### config.mk
export PLATFORM = sky130hd
export DESIGN_NAME = sram_bus_ctrl
export DESIGN_NICKNAME = d
export VERILOG_FILES = /design/src/rtl/sram_ctrl_pkg.sv /design/src/rtl/sram_seq_fsm.sv /design/src/rtl/sram_strobe_decode.sv /design/src/rtl/sram_read_capture.sv /design/src/rtl/sram_bus_ctrl.sv
export SDC_FILE = /design/constraint.sdc
export NUM_CORES = 1
export LEC_CHECK = 0
export CAP_MARGIN = 10
export CORE_MARGIN = 4
export CORE_UTILIZATION = 42
export CTS_BUF_LIST = sky130_fd_sc_hd__clkbuf_4 sky130_fd_sc_hd__clkbuf_8
export DETAILED_ROUTE_END_ITERATION = 16
export GPL_TIMING_DRIVEN = 0
export PLACE_DENSITY = 0.83
export SYNTH_ARGS = -nofsm -noshare
export SYNTH_HDL_FRONTEND = slang
export SYNTH_SLANG_ARGS = --single-unit
### constraint.sdc
create_clock -name clk -period 1.5 [get_ports clk]
set_clock_uncertainty 0.05 [all_clocks]
set_input_delay 0.45 -clock clk [delete_from_list [all_inputs] [get_ports clk]]
set_output_delay 0.45 -clock clk [all_outputs]
set_load 0.02 [all_outputs]
### src/rtl/sram_ctrl_pkg.sv
// Package: shared state encoding, strobe bundle and cycle arithmetic for
// the asynchronous SRAM controller. Assumes integer nanosecond timings.
package sram_ctrl_pkg;

    typedef enum logic [2:0] {
        S_IDLE       = 3'd0,
        S_WR_SETUP   = 3'd1,
        S_WR_STROBE  = 3'd2,
        S_WR_RELEASE = 3'd3,
        S_RD_ACCESS  = 3'd4,
        S_RD_RECOVER = 3'd5
    } seq_state_e;

    typedef struct packed {
        logic ce_n;
        logic we_n;
        logic oe_n;
        logic lb_n;
        logic ub_n;
        logic dq_oe;
    } strobe_t;

    // Whole cycles covering ns_val at clk_ns per cycle, never below one.
    function automatic int cycles_for(input int ns_val, input int clk_ns);
        int c;
        c = (ns_val + clk_ns - 1) / clk_ns;
        return (c < 1) ? 1 : c;
    endfunction

    function automatic int max3(input int a, input int b, input int c);
        int m;
        m = (a > b) ? a : b;
        return (m > c) ? m : c;
    endfunction

endpackage

### src/rtl/sram_seq_fsm.sv
// Sequencer: accepts one request in idle, latches its fields and walks the
// read or write phase sequence with a down-counter per phase. Assumes the
// phase lengths are at least one cycle each.
module sram_seq_fsm
    import sram_ctrl_pkg::*;
#(
    parameter int ADDR_W   = 18,
    parameter int DATA_W   = 16,
    parameter int LANES    = 2,
    parameter int READ_CYC = 2,
    parameter int WRITE_CYC = 1,
    parameter int TURN_CYC = 1
) (
    input  logic              clk,
    input  logic              rst_n,
    input  logic              req_valid,
    input  logic              req_write,
    input  logic [ADDR_W-1:0] req_addr,
    input  logic [DATA_W-1:0] req_wdata,
    input  logic [LANES-1:0]  req_be,
    output seq_state_e        state_o,
    output logic              rd_last_o,
    output logic [ADDR_W-1:0] lat_addr_o,
    output logic [DATA_W-1:0] lat_wdata_o,
    output logic [LANES-1:0]  lat_be_o
);
    localparam int MAX_CYC = max3(READ_CYC, WRITE_CYC, TURN_CYC);
    localparam int CNT_W   = $clog2(MAX_CYC) + 1;
    localparam logic [CNT_W-1:0] RD_LOAD   = CNT_W'(READ_CYC - 1);
    localparam logic [CNT_W-1:0] WR_LOAD   = CNT_W'(WRITE_CYC - 1);
    localparam logic [CNT_W-1:0] TURN_LOAD = CNT_W'(TURN_CYC - 1);

    seq_state_e       st_q, st_d;
    logic [CNT_W-1:0] cnt_q, cnt_d;
    logic             cnt_zero;
    logic             accept;

    assign cnt_zero = (cnt_q == '0);
    assign accept   = (st_q == S_IDLE) && req_valid;

    // Next phase and counter reload for the running access.
    always_comb begin
        st_d  = st_q;
        cnt_d = cnt_zero ? cnt_q : cnt_q - 1'b1;
        unique case (st_q)
            S_IDLE: begin
                if (req_valid) begin
                    st_d  = req_write ? S_WR_SETUP : S_RD_ACCESS;
                    cnt_d = req_write ? TURN_LOAD : RD_LOAD;
                end
            end
            S_WR_SETUP: begin
                if (cnt_zero) begin
                    st_d  = S_WR_STROBE;
                    cnt_d = WR_LOAD;
                end
            end
            S_WR_STROBE: begin
                if (cnt_zero) st_d = S_WR_RELEASE;
            end
            S_WR_RELEASE: begin
                st_d = S_IDLE;
            end
            S_RD_ACCESS: begin
                if (cnt_zero) begin
                    st_d  = S_RD_RECOVER;
                    cnt_d = TURN_LOAD;
                end
            end
            S_RD_RECOVER: begin
                if (cnt_zero) st_d = S_IDLE;
            end
            default: st_d = S_IDLE;
        endcase
    end

    // State and counter registers.
    always_ff @(posedge clk) begin
        if (!rst_n) begin
            st_q  <= S_IDLE;
            cnt_q <= '0;
        end else begin
            st_q  <= st_d;
            cnt_q <= cnt_d;
        end
    end

    // Request fields held for the whole access.
    always_ff @(posedge clk) begin
        if (!rst_n) begin
            lat_addr_o  <= '0;
            lat_wdata_o <= '0;
            lat_be_o    <= '0;
        end else if (accept) begin
            lat_addr_o  <= req_addr;
            lat_wdata_o <= req_wdata;
            lat_be_o    <= req_be;
        end
    end

    assign state_o   = st_q;
    assign rd_last_o = (st_q == S_RD_ACCESS) && cnt_zero;

    AST_ACCEPT_LEAVES_IDLE: assert property (@(posedge clk) disable iff (!rst_n)
        accept |=> (st_q != S_IDLE));
    AST_FIELDS_HELD: assert property (@(posedge clk) disable iff (!rst_n)
        (st_q != S_IDLE) && (st_d != S_IDLE) |=> $stable(lat_addr_o) && $stable(lat_be_o));
endmodule

### src/rtl/sram_strobe_decode.sv
// Strobe decoder: maps the sequencer phase and latched lane mask onto the
// active-low memory strobes and the data drive enable. Purely combinational;
// assumes the phase register is glitch-free at the clock edge.
module sram_strobe_decode
    import sram_ctrl_pkg::*;
#(
    parameter int LANES = 2
) (
    input  seq_state_e       state_i,
    input  logic [LANES-1:0] be_i,
    output strobe_t          strb_o
);
    // Phase-to-strobe table; lanes follow the mask only inside an access.
    always_comb begin
        strb_o = '{ce_n: 1'b1, we_n: 1'b1, oe_n: 1'b1, lb_n: 1'b1, ub_n: 1'b1, dq_oe: 1'b0};
        unique case (state_i)
            S_WR_SETUP: begin
                strb_o.ce_n = 1'b0;
                strb_o.lb_n = ~be_i[0];
                strb_o.ub_n = ~be_i[LANES-1];
            end
            S_WR_STROBE: begin
                strb_o.ce_n  = 1'b0;
                strb_o.we_n  = 1'b0;
                strb_o.lb_n  = ~be_i[0];
                strb_o.ub_n  = ~be_i[LANES-1];
                strb_o.dq_oe = 1'b1;
            end
            S_WR_RELEASE: begin
                strb_o.ce_n  = 1'b0;
                strb_o.lb_n  = ~be_i[0];
                strb_o.ub_n  = ~be_i[LANES-1];
                strb_o.dq_oe = 1'b1;
            end
            S_RD_ACCESS: begin
                strb_o.ce_n = 1'b0;
                strb_o.oe_n = 1'b0;
                strb_o.lb_n = ~be_i[0];
                strb_o.ub_n = ~be_i[LANES-1];
            end
            default: ;
        endcase
    end
endmodule

### src/rtl/sram_read_capture.sv
// Read capture: registers the sampled bus on the last access cycle, zeroes
// disabled lanes and raises a one-cycle valid. Assumes 8-bit lanes.
module sram_read_capture #(
    parameter int DATA_W = 16,
    parameter int LANES  = 2
) (
    input  logic              clk,
    input  logic              rst_n,
    input  logic              capture_i,
    input  logic [LANES-1:0]  be_i,
    input  logic [DATA_W-1:0] dq_i,
    output logic              valid_o,
    output logic [DATA_W-1:0] data_o
);
    localparam int LANE_W = DATA_W / LANES;

    logic [DATA_W-1:0] masked;

    // Per-lane zeroing of the sampled word.
    for (genvar g = 0; g < LANES; g++) begin : g_lane
        assign masked[g*LANE_W +: LANE_W] = be_i[g] ? dq_i[g*LANE_W +: LANE_W] : '0;
    end

    // Capture register and single-cycle valid.
    always_ff @(posedge clk) begin
        if (!rst_n) begin
            valid_o <= 1'b0;
            data_o  <= '0;
        end else begin
            valid_o <= capture_i;
            if (capture_i) data_o <= masked;
        end
    end

    AST_VALID_ONE_CYCLE: assert property (@(posedge clk) disable iff (!rst_n)
        valid_o |=> !valid_o);
endmodule

### src/rtl/sram_bus_ctrl.sv
// Top: synchronous front end for an external asynchronous SRAM with two byte
// lanes. Phase lengths come from the clock period and the memory's
// nanosecond limits. Assumes a single requester and one access at a time.
module sram_bus_ctrl
    import sram_ctrl_pkg::*;
#(
    parameter int ADDR_W      = 18,
    parameter int DATA_W      = 16,
    parameter int LANES       = 2,
    parameter int CLK_NS      = 10,
    parameter int T_ACCESS_NS = 12,
    parameter int T_WPULSE_NS = 10,
    parameter int T_TURN_NS   = 6
) (
    input  logic              clk,
    input  logic              rst_n,
    input  logic              req_valid,
    output logic              req_ready,
    input  logic              req_write,
    input  logic [ADDR_W-1:0] req_addr,
    input  logic [DATA_W-1:0] req_wdata,
    input  logic [LANES-1:0]  req_be,
    output logic              rsp_valid,
    output logic [DATA_W-1:0] rsp_rdata,
    output logic [ADDR_W-1:0] mem_addr,
    output logic              mem_ce_n,
    output logic              mem_we_n,
    output logic              mem_oe_n,
    output logic              mem_lb_n,
    output logic              mem_ub_n,
    output logic [DATA_W-1:0] mem_dq_out,
    output logic              mem_dq_oe,
    input  logic [DATA_W-1:0] mem_dq_in
);
    localparam int READ_CYC  = cycles_for(T_ACCESS_NS, CLK_NS);
    localparam int WRITE_CYC = cycles_for(T_WPULSE_NS, CLK_NS);
    localparam int TURN_CYC  = cycles_for(T_TURN_NS, CLK_NS);

    seq_state_e        state;
    logic              rd_last;
    logic [LANES-1:0]  lat_be;
    strobe_t           strb;

    sram_seq_fsm #(
        .ADDR_W(ADDR_W), .DATA_W(DATA_W), .LANES(LANES),
        .READ_CYC(READ_CYC), .WRITE_CYC(WRITE_CYC), .TURN_CYC(TURN_CYC)
    ) u_seq (
        .clk(clk), .rst_n(rst_n),
        .req_valid(req_valid), .req_write(req_write),
        .req_addr(req_addr), .req_wdata(req_wdata), .req_be(req_be),
        .state_o(state), .rd_last_o(rd_last),
        .lat_addr_o(mem_addr), .lat_wdata_o(mem_dq_out), .lat_be_o(lat_be)
    );

    sram_strobe_decode #(.LANES(LANES)) u_dec (
        .state_i(state), .be_i(lat_be), .strb_o(strb)
    );

    sram_read_capture #(.DATA_W(DATA_W), .LANES(LANES)) u_cap (
        .clk(clk), .rst_n(rst_n),
        .capture_i(rd_last), .be_i(lat_be), .dq_i(mem_dq_in),
        .valid_o(rsp_valid), .data_o(rsp_rdata)
    );

    assign req_ready = (state == S_IDLE);
    assign mem_ce_n  = strb.ce_n;
    assign mem_we_n  = strb.we_n;
    assign mem_oe_n  = strb.oe_n;
    assign mem_lb_n  = strb.lb_n;
    assign mem_ub_n  = strb.ub_n;
    assign mem_dq_oe = strb.dq_oe;

    AST_DRIVE_AFTER_OE_HIGH: assert property (@(posedge clk) disable iff (!rst_n)
        $rose(mem_dq_oe) |-> mem_oe_n && $past(mem_oe_n));
    AST_RELEASE_AFTER_WE: assert property (@(posedge clk) disable iff (!rst_n)
        $rose(mem_we_n) |-> mem_dq_oe ##1 !mem_dq_oe);
    AST_WE_NEEDS_CE: assert property (@(posedge clk) disable iff (!rst_n)
        !mem_we_n |-> !mem_ce_n && mem_oe_n);
    AST_WE_ADDR_STABLE: assert property (@(posedge clk) disable iff (!rst_n)
        !mem_we_n && !$past(mem_we_n) |-> $stable(mem_addr) && $stable(mem_dq_out));
    AST_READY_DROPS: assert property (@(posedge clk) disable iff (!rst_n)
        req_valid && req_ready |=> !req_ready);
    AST_IDLE_DESELECT: assert property (@(posedge clk) disable iff (!rst_n)
        req_ready |-> mem_ce_n && mem_lb_n && mem_ub_n);
endmodule

Word level (Yosys, flattened, before mapping). Index checks and enable logic that the tools add are counted.

Register bits: 58. Word-level logic and storage cells: 47. Input bits: 56. Output and inout port bits: 58.

Add/sub/neg operators: 1. Muxes and demuxes: 19. Reductions and logical operators: 8. Equal/unequal tests: 10. Bitwise logic cells: 2.

Operators by type and width (number): 3-bit 2-to-1 mux (6); 8-bit 2-to-1 mux (2); 3-bit case mux with 5 select lines (1); 2-bit 2-to-1 mux (4); 2-bit inequality test, second input constant (4); 3-bit by 2-bit == test with 1-bit output, second input constant (2); 3-bit == test, second input constant (2); 1-bit 2-to-1 mux (5); 5-bit AND reduction (1); 2-bit case mux with 2 select lines (1); 2-bit OR reduction (2); 4-bit OR reduction (1); 3-bit by 1-bit == test with 1-bit output, second input constant (1); 3-bit logical NOT (1); 1-bit logical AND (2); 2-bit logical NOT (1); 2-bit by 1-bit inequality test with 1-bit output, second input constant (1); 1-bit inverter (2); 2-bit by 1-bit subtractor with 2-bit output, second input constant (1).

Longest topological paths before layout. Gate-level depths: netlist (run 1).

Depth after elaboration: 4. Depth in mapped cells: 6. Gate-level depth less buffers: 3.

Cells and area by module. From an unflattened synthesis (run 1), not the netlist that was laid out.

Cells, all modules: 275. Area, all modules: 2412.3 um2.

Modules (own cells, without submodules): sram_seq_fsm (area an instance 1651.6 um2, seq. area each 820.8 um2, instances 1, cells an instance 190); sram_read_capture (area an instance 698.2 um2, seq. area each 340.3 um2, instances 1, cells an instance 75); sram_strobe_decode (area an instance 52.6 um2, seq. area each 0.0 um2, instances 1, cells an instance 9); sram_bus_ctrl (area an instance 10.0 um2, seq. area each 0.0 um2, instances 1, cells an instance 1).

Worst setup path before layout (run 1). Ideal clock, no wire load.

Path kind: register to output. Start: register u_seq.st_q[1] (netlist: u_seq.state_o[1]). End: output port mem_we_n. Cell stages (with the launch flop): 4. Data required time: 1000 ps. Buffers on the path: 1. Data arrival time: 1142 ps. Path slack: -142 ps. Path through: dfxtp_1 buf_2 nor2b_1 nand2b_1.

Word-level cells in the longest chain between the ends: 2.

RTL lines: start: declaration (RTL line sram_seq_fsm.sv:33) `seq_state_e st_q, st_d;`; start signal: assignment (RTL line sram_seq_fsm.sv:83) `st_q <= st_d;`; 3-bit by 2-bit == test with 1-bit output (RTL line sram_strobe_decode.sv:16) `unique case (state_i)`; 1-bit 2-to-1 mux (RTL line sram_strobe_decode.sv:16); end: declaration (RTL line sram_bus_ctrl.sv:27) `output logic mem_we_n,`.

No other way between the ends.

Worst setup path in the final report (run 1).
Start: register u_seq.st_q[2] (netlist: u_seq.state_o[2]). End: output port mem_ub_n.

Word-level cells in the longest chain between the ends: 3. Elaborated cells on any way between the ends: 6. Those cells by class: 4 x eq/ne; 1 x mux; 1 x reduce/logical.

RTL lines: 3-bit by 1-bit == test with 1-bit output, or another cell as far along (RTL line sram_strobe_decode.sv:16); 4-bit OR reduction (no source line) (*); 2-bit 2-to-1 mux (*); end: declaration (RTL line sram_bus_ctrl.sv:30) `output logic mem_ub_n,`.

Every way passes the cells marked *; elsewhere a longest branch is shown, timed or not.

==> impl_results.html, run 1 <==
<table>
<tr><th>Metric</th><th>Value</th></tr>
<tr><th colspan="2">Outcome</th></tr>
<tr><td>Outcome</td><td>finished with violations</td></tr>
<tr><td>Violated checks</td><td>negative setup slack</td></tr>
<tr><th colspan="2">Global routing</th></tr>
<tr><td>Pin count of the biggest net entering global routing</td><td>11</td></tr>
<tr><td>Vias in the first global route</td><td>roughly 2400</td></tr>
<tr><td>Number of antenna violations at the first check in global routing</td><td>0</td></tr>
<tr><td>Total global routing overflow</td><td>0</td></tr>
<tr><td>GRT Resource Usage Total</td><td>0.222</td></tr>
<tr><td>Wire length of the first global-routing pass</td><td>approximately 11000 µm</td></tr>
<tr><th colspan="2">Min path</th></tr>
<tr><td>Launch instance of the worst min-delay path</td><td>u_seq.lat_wdata_o[7]</td></tr>
<tr><td>Hold-critical path depth</td><td>2</td></tr>
<tr><td>Worst min-delay path class</td><td>flip-flop to flip-flop</td></tr>
<tr><th colspan="2">Detailed routing</th></tr>
<tr><td>Residual DRC</td><td>0</td></tr>
<tr><td>Vias</td><td>about 2500</td></tr>
<tr><td>Wire length after detailed routing</td><td>roughly 7500 µm</td></tr>
<tr><td>Count of nets left with antenna violations after detail routing</td><td>0</td></tr>
<tr><td>Pre-antenna DRT Iters</td><td>4</td></tr>
<tr><td>Wirelength per Cell</td><td>between 15 and 20 µm</td></tr>
<tr><td>DRC violation total after the first TritonRoute iteration</td><td>96</td></tr>
<tr><td>Detailed-route vias per instance</td><td>~5.1</td></tr>
<tr><th colspan="2">Final layout</th></tr>
<tr><td>Area growth from synthesis to layout</td><td>74.7%</td></tr>
<tr><td>Share of cells above drive strength 1</td><td>0.305</td></tr>
<tr><td>Final cell area excluding filler cells</td><td>4070 µm²</td></tr>
<tr><td>Layout filler cell count</td><td>around 380</td></tr>
<tr><td>Net count, final</td><td>470</td></tr>
<tr><td>Number of diodes added for antenna fixing</td><td>0</td></tr>
<tr><td>Final Non-Filler Cells</td><td>489</td></tr>
<tr><th colspan="2">Setup path</th></tr>
<tr><td>Worst path required time</td><td>1.00 ns</td></tr>
<tr><td>Start point of the critical path</td><td>u_seq.state_o[2]</td></tr>
<tr><td>R2r startpoint</td><td>u_seq.state_o[2]</td></tr>
<tr><td>Worst setup EP type</td><td>output port</td></tr>
<tr><td>Reg2Reg Setup Slack</td><td>-0.12 ns</td></tr>
<tr><td>R2R depth</td><td>8</td></tr>
<tr><td>WS Path Type</td><td>flip-flop to output port</td></tr>
<tr><td>Critical path fanouts, max</td><td>10</td></tr>
<tr><td>Setup crit start kind</td><td>flip-flop</td></tr>
<tr><td>Arrival time at the worst endpoint</td><td>roughly 1.2 ns</td></tr>
<tr><th colspan="2">Pwr</th></tr>
<tr><td>Cell leakage power</td><td>between 1.5 and 2 nW</td></tr>
<tr><td>P_int</td><td>around 3.8 mW</td></tr>
<tr><td>Switching power</td><td>~1.6 mW</td></tr>
<tr><td>Power density normalized to cell area</td><td>approximately 1300 nW/µm²</td></tr>
<tr><td>Logic pwr share</td><td>0.340</td></tr>
<tr><td>Maximum VDD drop</td><td>approximately 0.00095 V</td></tr>
<tr><td>Power Total</td><td>approximately 5.4 mW</td></tr>
<tr><td>Sw Ratio</td><td>0.295</td></tr>
<tr><td>Clock power share</td><td>0.320</td></tr>
<tr><td>Share of total power in sequential cells</td><td>0.339</td></tr>
<tr><th colspan="2">Clock network</th></tr>
<tr><td>Clock edge transition at the registers on the reported setup and hold paths</td><td>roughly 0.060 ns</td></tr>
<tr><td>CTS Buffer Depth</td><td>2</td></tr>
<tr><td>Number of levels the H-tree was split into</td><td>3</td></tr>
<tr><td>Clock insertion delay at the later pin of the skew report</td><td>0.33 ns</td></tr>
<tr><td>Root Buffer Master</td><td>sky130_fd_sc_hd__clkbuf_8</td></tr>
<tr><td>Number of buffers inserted during clock tree synthesis</td><td>9</td></tr>
<tr><td>Clock sink total</td><td>58</td></tr>
<tr><td>Clock tree from TritonCTS</td><td>built</td></tr>
<tr><th colspan="2">Synthesis</th></tr>
<tr><td>Main combinational cell family by area after synthesis</td><td>simple AND/OR/NAND/NOR gates</td></tr>
<tr><td>Number of storage elements in the synthesis netlist</td><td>58</td></tr>
<tr><td>Gate count of the mapped netlist</td><td>between 200 and 300</td></tr>
<tr><td>Sequential cell area fraction in the yosys report</td><td>0.499</td></tr>
<tr><td>Post-Syn Area</td><td>~2300 µm²</td></tr>
<tr><td>Total of warnings raised by yosys</td><td>0</td></tr>
<tr><td>Simple-Gate Fraction of Synth Area</td><td>0.254</td></tr>
<tr><td>Synth Area in Adders</td><td>0</td></tr>
<tr><td>Portion of netlist area occupied by mux cells</td><td>0.0736</td></tr>
<tr><td>Xor/xnor share of the synthesized area</td><td>0.00376</td></tr>
<tr><td>Per-instance average area after synthesis</td><td>8.59 µm²</td></tr>
<tr><td>Complex-gate fraction of the synthesized area</td><td>0.0935</td></tr>
<tr><td>Number of distinct standard cells referenced by the synthesized netlist</td><td>28</td></tr>
<tr><td>Net Count, Synth</td><td>around 330</td></tr>
<tr><th colspan="2">Die</th></tr>
<tr><td>Number of I/O pins</td><td>approximately 110</td></tr>
<tr><td>Overall die height</td><td>approximately 82 µm</td></tr>
<tr><td>Initial Utilization</td><td>0.445</td></tr>
<tr><td>Placeable Area</td><td>5240 µm²</td></tr>
<tr><td>Site row count</td><td>26</td></tr>
<tr><td>Die X-Extent</td><td>approximately 82 µm</td></tr>
<tr><td>Die Footprint</td><td>around 6800 µm²</td></tr>
<tr><th colspan="2">Timing</th></tr>
<tr><td>Fmax</td><td>about 0.57 GHz</td></tr>
<tr><td>RSZ-0062 raised after global routing</td><td>true</td></tr>
<tr><td>Final setup violating endpoints</td><td>45</td></tr>
<tr><td>Fin. Hold Viols</td><td>0</td></tr>
<tr><td>Period utilisation layout</td><td>1.16</td></tr>
<tr><td>Setup Total Neg Slack</td><td>-3.35 ns</td></tr>
<tr><td>Pin slew with the least headroom to its limit</td><td>approximately 0.57 ns</td></tr>
<tr><td>Least setup slack across all paths after layout</td><td>-0.244 ns</td></tr>
<tr><td>Worst slew margin</td><td>0.623</td></tr>
<tr><td>Period minus WS final</td><td>1.74 ns</td></tr>
<tr><td>Max Transition Viols Final</td><td>0</td></tr>
<tr><th colspan="2">Place</th></tr>
<tr><td>Sum of net half-perimeters after detailed placement</td><td>5010 µm</td></tr>
<tr><td>Placed Cells</td><td>453</td></tr>
<tr><td>Worst slack after detailed placement</td><td>-0.487 ns</td></tr>
<tr><td>Placed cell areas</td><td>~3500 µm²</td></tr>
<tr><td>RePlAce Congestion</td><td>between 0.7 and 0.8</td></tr>
<tr><td>Number of I/O port buffers</td><td>about 110</td></tr>
<tr><th colspan="2">Run</th></tr>
<tr><td>Max-capacitance violation count</td><td>0</td></tr>
</table>
==> state kept, by name, summed over array words and instances, names as in the netlist <==
| register | count |
|---|---|
| u_cap.data_o | 16 |
| u_cap.valid_o | 1 |
| u_seq.cnt_q | 2 |
| u_seq.lat_addr_o | 18 |
| u_seq.lat_be_o | 2 |
| u_seq.lat_wdata_o | 16 |
| u_seq.state_o | 3 |
==> layout make-up <==
| class | instances | area (µm²) | area share |
|---|---|---|---|
| clock inverters | 6 | 105 | 0.0258 |
| well taps | 70 | 87.6 | 0.0215 |
| clock buffers | 10 | 131 | 0.0323 |
| multi-input cells | 184 | 1090 | 0.269 |
| inverters | 2 | 7.51 | 0.00185 |
| flip-flops and latches | 58 | 1170 | 0.287 |
| repair buffers | 136 | 1280 | 0.316 |
| plain buffers | 23 | 189 | 0.0464 |
==> layer usage <==
metal	track usage	wire (µm)	vias to the layer above
met5	0	0	-
met4	0.0914	110	0
met3	0.0770	769	13
li1	-	-	1214
met1	0.251	2940	1141
met2	0.377	3730	107
==> cell families (layout without fill, tap and decap cells) <==
family	after synthesis	count (layout)
flops	58	58
buf+inv	29	177
compound gates	41	41
mux	17	17
simple gates	125	125
xor+xnor	1	1
==> power groups by stage <==
stage / logic [mW] / clock network [mW] / registers [mW]
global placement: 1.41 / 0 / 1.79
floorplan: 0.635 / 0 / 1.95
CTS: 1.73 / 1.74 / 1.80
finish: 1.82 / 1.71 / 1.82
detailed placement: 1.42 / 0 / 1.80
global route: 1.94 / 1.82 / 1.83
==> path summary, 6_finish.rpt <==
path	to
worst max-delay path	mem_ub_n
worst max register to register	u_seq.lat_addr_o[10]
worst min-delay path	u_seq.lat_wdata_o[7]
worst min register to register	u_seq.lat_wdata_o[7]
==> worst max-delay path, cell delays in order (launching register included) <==
cell	delay, ns
sky130_fd_sc_hd__dfxtp_1	0.31
sky130_fd_sc_hd__buf_6	0.14
sky130_fd_sc_hd__xnor2_2	0.21
sky130_fd_sc_hd__nand2_1	0.10
sky130_fd_sc_hd__buf_6	0.16
==> through the flow <==
step           utilization  hold WS [ns]
2_1_floorplan            -         0.401
3_3_place_gp         0.676         0.384
3_5_place_dp         0.676         0.392
4_1_cts              0.780         0.401
5_1_grt              0.777         0.414
6_report             0.777         0.399
==> synth_stat cells <==
cell / n / area [µm²]
sky130_fd_sc_hd__nor4b_1: 1 / 8.76
sky130_fd_sc_hd__mux2_2: 1 / 11.3
sky130_fd_sc_hd__nor2_2: 1 / 6.26
sky130_fd_sc_hd__buf_6: 7 / 78.8
sky130_fd_sc_hd__dfxtp_1: 58 / 1160
sky130_fd_sc_hd__o311a_1: 1 / 10.0
sky130_fd_sc_hd__o21ai_0: 8 / 40.0
sky130_fd_sc_hd__or3b_1: 2 / 17.5
sky130_fd_sc_hd__nor2b_1: 1 / 6.26
sky130_fd_sc_hd__nand2_1: 55 / 206
sky130_fd_sc_hd__buf_1: 2 / 7.51
sky130_fd_sc_hd__inv_1: 2 / 7.51
sky130_fd_sc_hd__nor2_1: 5 / 18.8
sky130_fd_sc_hd__nor3_1: 2 / 10.0
sky130_fd_sc_hd__nand3_1: 54 / 270
sky130_fd_sc_hd__clkbuf_2: 2 / 10.0
sky130_fd_sc_hd__a22oi_1: 1 / 7.51
sky130_fd_sc_hd__a21oi_1: 1 / 5.00
sky130_fd_sc_hd__xnor2_1: 1 / 8.76
sky130_fd_sc_hd__buf_2: 3 / 15.0
sky130_fd_sc_hd__a32o_1: 1 / 10.0
sky130_fd_sc_hd__o21ai_1: 29 / 145
sky130_fd_sc_hd__nand2b_1: 2 / 12.5
sky130_fd_sc_hd__mux2i_1: 16 / 160
sky130_fd_sc_hd__buf_4: 3 / 22.5
sky130_fd_sc_hd__nor4b_4: 1 / 23.8
sky130_fd_sc_hd__nor3_2: 1 / 10.0
sky130_fd_sc_hd__clkbuf_1: 10 / 37.5
==> repair_timing <==
| item | CTS | global route |
|---|---|---|
| endpoints found under the setup margin | 95 | 85 |
| hold endpoints to repair | 0 | 0 |
| buffers inserted | 10 | 7 |
| cloned | 6 | 1 |
| hold buffers | 0 | 0 |
| gates resized for setup | 179 | 69 |
| pin swaps | 4 | 5 |
==> layout by cell type, fill, tap and decap left out, drive strengths merged <==
| cell type | n |
|---|---|
| mux2i | 16 |
| dlymetal6s2s | 1 |
| clkinv | 3 |
| mux2 | 1 |
| nor2 | 6 |
| dfxtp | 58 |
| clkdlybuf4s50 | 53 |
| nor4b | 2 |
| nand2 | 55 |
| o21ai | 37 |
| nand2b | 2 |
| buf | 44 |
| or3b | 2 |
| o311a | 1 |
| a22oi | 1 |
| xnor2 | 1 |
| inv | 2 |
| a32o | 1 |
| a21oi | 1 |
| bufinv | 3 |
| nand3 | 54 |
| nor3 | 3 |
| clkdlybuf4s15 | 18 |
| nor2b | 1 |
| clkbuf | 53 |
(Power assumes the default switching activity.)
==> inputs of run 2 (changes only) <==
--- a/config.mk
+++ b/config.mk
@@ -12,6 +12,7 @@
 export DETAILED_ROUTE_END_ITERATION = 16
 export GPL_TIMING_DRIVEN = 0
 export PLACE_DENSITY = 0.83
+export SKIP_LAST_GASP = 1
 export SYNTH_ARGS = -nofsm -noshare
 export SYNTH_HDL_FRONTEND = slang
 export SYNTH_SLANG_ARGS = --single-unit
==> impl_results.html, run 2 (synthesis results as in run 1) <==
<table>
<tr><th>Metric</th><th>Value</th></tr>
<tr><th colspan="2">Outcome</th></tr>
<tr><td>Outcome</td><td>finished with violations</td></tr>
<tr><td>Violated checks</td><td>negative setup slack</td></tr>
<tr><th colspan="2">Detailed routing</th></tr>
<tr><td>DRC violation total after the first TritonRoute iteration</td><td>between 100 and 150</td></tr>
<tr><td>Wire length after detailed routing</td><td>approximately 7500 µm</td></tr>
<tr><td>Wirelength per Cell</td><td>15.3 µm</td></tr>
<tr><td>Count of nets left with antenna violations after detail routing</td><td>0</td></tr>
<tr><td>Vias</td><td>2463</td></tr>
<tr><td>Pre-antenna DRT Iters</td><td>4</td></tr>
<tr><td>Residual DRC</td><td>0</td></tr>
<tr><td>Detailed-route vias per instance</td><td>5.04</td></tr>
<tr><th colspan="2">Place</th></tr>
<tr><td>Sum of net half-perimeters after detailed placement</td><td>roughly 5000 µm</td></tr>
<tr><td>Number of I/O port buffers</td><td>112</td></tr>
<tr><td>Placed cell areas</td><td>around 3500 µm²</td></tr>
<tr><td>RePlAce Congestion</td><td>~0.80</td></tr>
<tr><th colspan="2">Min path</th></tr>
<tr><td>Launch instance of the worst min-delay path</td><td>u_seq.lat_wdata_o[7]</td></tr>
<tr><td>Worst min-delay path class</td><td>flip-flop to flip-flop</td></tr>
<tr><td>Hold-critical path depth</td><td>2</td></tr>
<tr><td>Worst Hold End</td><td>u_seq.lat_wdata_o[7]</td></tr>
<tr><th colspan="2">Setup path</th></tr>
<tr><td>Critical path fanouts, max</td><td>10</td></tr>
<tr><td>Setup crit start kind</td><td>flip-flop</td></tr>
<tr><td>Reg2Reg Setup Slack</td><td>-0.12 ns</td></tr>
<tr><td>R2R depth</td><td>8</td></tr>
<tr><td>Capture instance of the worst register-to-register path</td><td>u_seq.lat_addr_o[10]</td></tr>
<tr><td>Worst path required time</td><td>1.00 ns</td></tr>
<tr><td>R2r startpoint</td><td>u_seq.state_o[2]</td></tr>
<tr><td>Worst setup EP type</td><td>output port</td></tr>
<tr><td>Arrival time at the worst endpoint</td><td>~1.2 ns</td></tr>
<tr><td>WS Path Type</td><td>flip-flop to output port</td></tr>
<tr><th colspan="2">Final layout</th></tr>
<tr><td>Share of cells above drive strength 1</td><td>0.301</td></tr>
<tr><td>Final cell area excluding filler cells</td><td>about 4000 µm²</td></tr>
<tr><td>Biggest register</td><td>u_seq.lat_addr_o</td></tr>
<tr><td>Commonest non-fill, non-tap cell in the layout</td><td>sky130_fd_sc_hd__dfxtp_1</td></tr>
<tr><td>Most frequent cells in the layout</td><td>sky130_fd_sc_hd__dfxtp_1, sky130_fd_sc_hd__nand2_1, sky130_fd_sc_hd__clkdlybuf4s50_1, sky130_fd_sc_hd__nand3_1, sky130_fd_sc_hd__clkbuf_2</td></tr>
<tr><td>Largest registers</td><td>u_seq.lat_addr_o (18), u_cap.data_o (16), u_seq.lat_wdata_o (16)</td></tr>
<tr><td>Area growth from synthesis to layout</td><td>74.3%</td></tr>
<tr><td>Number of diodes added for antenna fixing</td><td>0</td></tr>
<tr><td>Net count, final</td><td>470</td></tr>
<tr><td>Layout filler cell count</td><td>about 380</td></tr>
<tr><td>Max reg flops</td><td>18</td></tr>
<tr><th colspan="2">Pwr</th></tr>
<tr><td>Maximum VDD drop</td><td>around 0.00095 V</td></tr>
<tr><td>Cell leakage power</td><td>roughly 1.7 nW</td></tr>
<tr><td>Share of total power in sequential cells</td><td>0.340</td></tr>
<tr><td>Power density normalized to cell area</td><td>approximately 1300 nW/µm²</td></tr>
<tr><td>Clock power share</td><td>0.320</td></tr>
<tr><td>Sw Ratio</td><td>0.294</td></tr>
<tr><td>P_int</td><td>between 3 and 4 mW</td></tr>
<tr><td>Switching power</td><td>1.57 mW</td></tr>
<tr><td>Logic pwr share</td><td>0.340</td></tr>
<tr><th colspan="2">Timing</th></tr>
<tr><td>Least setup slack across all paths after layout</td><td>-0.240 ns</td></tr>
<tr><td>Worst slew margin</td><td>0.646</td></tr>
<tr><td>Final setup violating endpoints</td><td>45</td></tr>
<tr><td>Fin. Hold Viols</td><td>0</td></tr>
<tr><td>Setup Total Neg Slack</td><td>-3.22 ns</td></tr>
<tr><td>Period utilisation layout</td><td>1.16</td></tr>
<tr><td>Period minus WS final</td><td>about 1.7 ns</td></tr>
<tr><td>Max Transition Viols Final</td><td>0</td></tr>
<tr><td>Hold_ws</td><td>~0.40 ns</td></tr>
<tr><td>Pin slew with the least headroom to its limit</td><td>0.531 ns</td></tr>
<tr><td>Fmax</td><td>~0.57 GHz</td></tr>
<tr><td>RSZ-0062 raised after global routing</td><td>true</td></tr>
<tr><th colspan="2">Global routing</th></tr>
<tr><td>Total global routing overflow</td><td>0</td></tr>
<tr><td>GRT Resource Usage Total</td><td>0.222</td></tr>
<tr><td>Vias in the first global route</td><td>about 2400</td></tr>
<tr><td>Met2 track demand over resource</td><td>0.377</td></tr>
<tr><td>Global routing met1 resource utilization</td><td>0.251</td></tr>
<tr><td>Number of antenna violations at the first check in global routing</td><td>0</td></tr>
<tr><td>Pin count of the biggest net entering global routing</td><td>11</td></tr>
<tr><td>Top Usage Layer GRT</td><td>met2</td></tr>
<tr><td>M3 GR Usage</td><td>0.0770</td></tr>
<tr><td>Wire length of the first global-routing pass</td><td>11300 µm</td></tr>
<tr><th colspan="2">Die</th></tr>
<tr><td>Site row count</td><td>26</td></tr>
<tr><td>Initial Utilization</td><td>0.445</td></tr>
<tr><td>Overall die height</td><td>around 82 µm</td></tr>
<tr><td>Number of I/O pins</td><td>approximately 110</td></tr>
<tr><td>Die X-Extent</td><td>82.5 µm</td></tr>
<tr><td>Die Footprint</td><td>about 6800 µm²</td></tr>
<tr><td>Placeable Area</td><td>5240 µm²</td></tr>
<tr><th colspan="2">Run</th></tr>
<tr><td>Max-capacitance violation count</td><td>0</td></tr>
<tr><th colspan="2">Clock network</th></tr>
<tr><td>Clock edge transition at the registers on the reported setup and hold paths</td><td>roughly 0.060 ns</td></tr>
<tr><td>Clock tree from TritonCTS</td><td>built</td></tr>
<tr><td>Clock sink total</td><td>58</td></tr>
<tr><td>Number of levels the H-tree was split into</td><td>3</td></tr>
<tr><td>Root Buffer Master</td><td>sky130_fd_sc_hd__clkbuf_8</td></tr>
<tr><td>Number of buffers inserted during clock tree synthesis</td><td>9</td></tr>
<tr><td>CTS Buffer Depth</td><td>2</td></tr>
<tr><td>Clock insertion delay at the later pin of the skew report</td><td>between 0.3 and 0.4 ns</td></tr>
<tr><td>Hold-fix buffers, CTS</td><td>0</td></tr>
</table>
## run 2: final cells by class
cell class                      count  area (µm²)  area share
Inverter                            2        7.51     0.00185
Sequential cell                    58        1170       0.288
Clock buffer                       10         131      0.0324
Tap cell                           70        87.6      0.0216
Buffer                             23         189      0.0465
Multi-Input combinational cell    184        1090       0.268
Timing Repair Buffer              136        1280       0.316
Clock inverter                      6         105      0.0259
## run 2: power by group through the flow
stage               clock network, mW  logic (mW)  registers, mW
floorplan                           0       0.635           1.95
global placement                    0        1.41           1.79
detailed placement                  0        1.42           1.80
CTS                              1.74        1.73           1.80
global route                     1.81        1.93           1.83
finish                           1.71        1.81           1.82
## run 2: critical path, cell delays in order (launching register included)
cell and delay [ns]:
sky130_fd_sc_hd__dfxtp_1 0.31, sky130_fd_sc_hd__buf_6 0.14, sky130_fd_sc_hd__xnor2_2 0.21, sky130_fd_sc_hd__nand2_1 0.10, sky130_fd_sc_hd__buf_6 0.16
## run 2: routing by layer
| metal | up-vias | routed length (µm) |
|---|---|---|
| li1 | 1216 | - |
| met1 | 1129 | 2910 |
| met2 | 100 | 3650 |
| met3 | 18 | 753 |
| met4 | 0 | 144 |
| met5 | - | 0 |
## run 2: timing repair
item / in CTS / in global routing
pin swaps: 4 / 5
buffers inserted: 10 / 7
gates resized for setup: 179 / 67
gates cloned: 6 / 1
endpoints found under the setup margin: 95 / 85
## run 2: worst max path at each step
stage,from,slack [ns],to,cells after the start
3_5_place_dp,u_seq.state_o[1],-0.49,mem_ub_n,5
6_report,u_seq.state_o[2],-0.24,mem_ub_n,4
5_1_grt,u_seq.state_o[2],-0.28,mem_lb_n,4
4_1_cts,u_seq.state_o[1],-0.31,mem_ub_n,5
3_3_place_gp,u_seq.state_o[1],-0.46,mem_ub_n,5
2_1_floorplan,u_seq.state_o[1],0.01,mem_we_n,3
## run 2: per-stage QoR
step,worst slack (ns),total power [mW],util,instances
2_1_floorplan,0.00998,2.59,-,271
3_5_place_dp,-0.487,3.22,0.676,453
4_1_cts,-0.311,5.27,0.780,483
6_report,-0.240,5.34,0.775,489
5_1_grt,-0.282,5.58,0.775,489
3_3_place_gp,-0.460,3.20,0.676,453
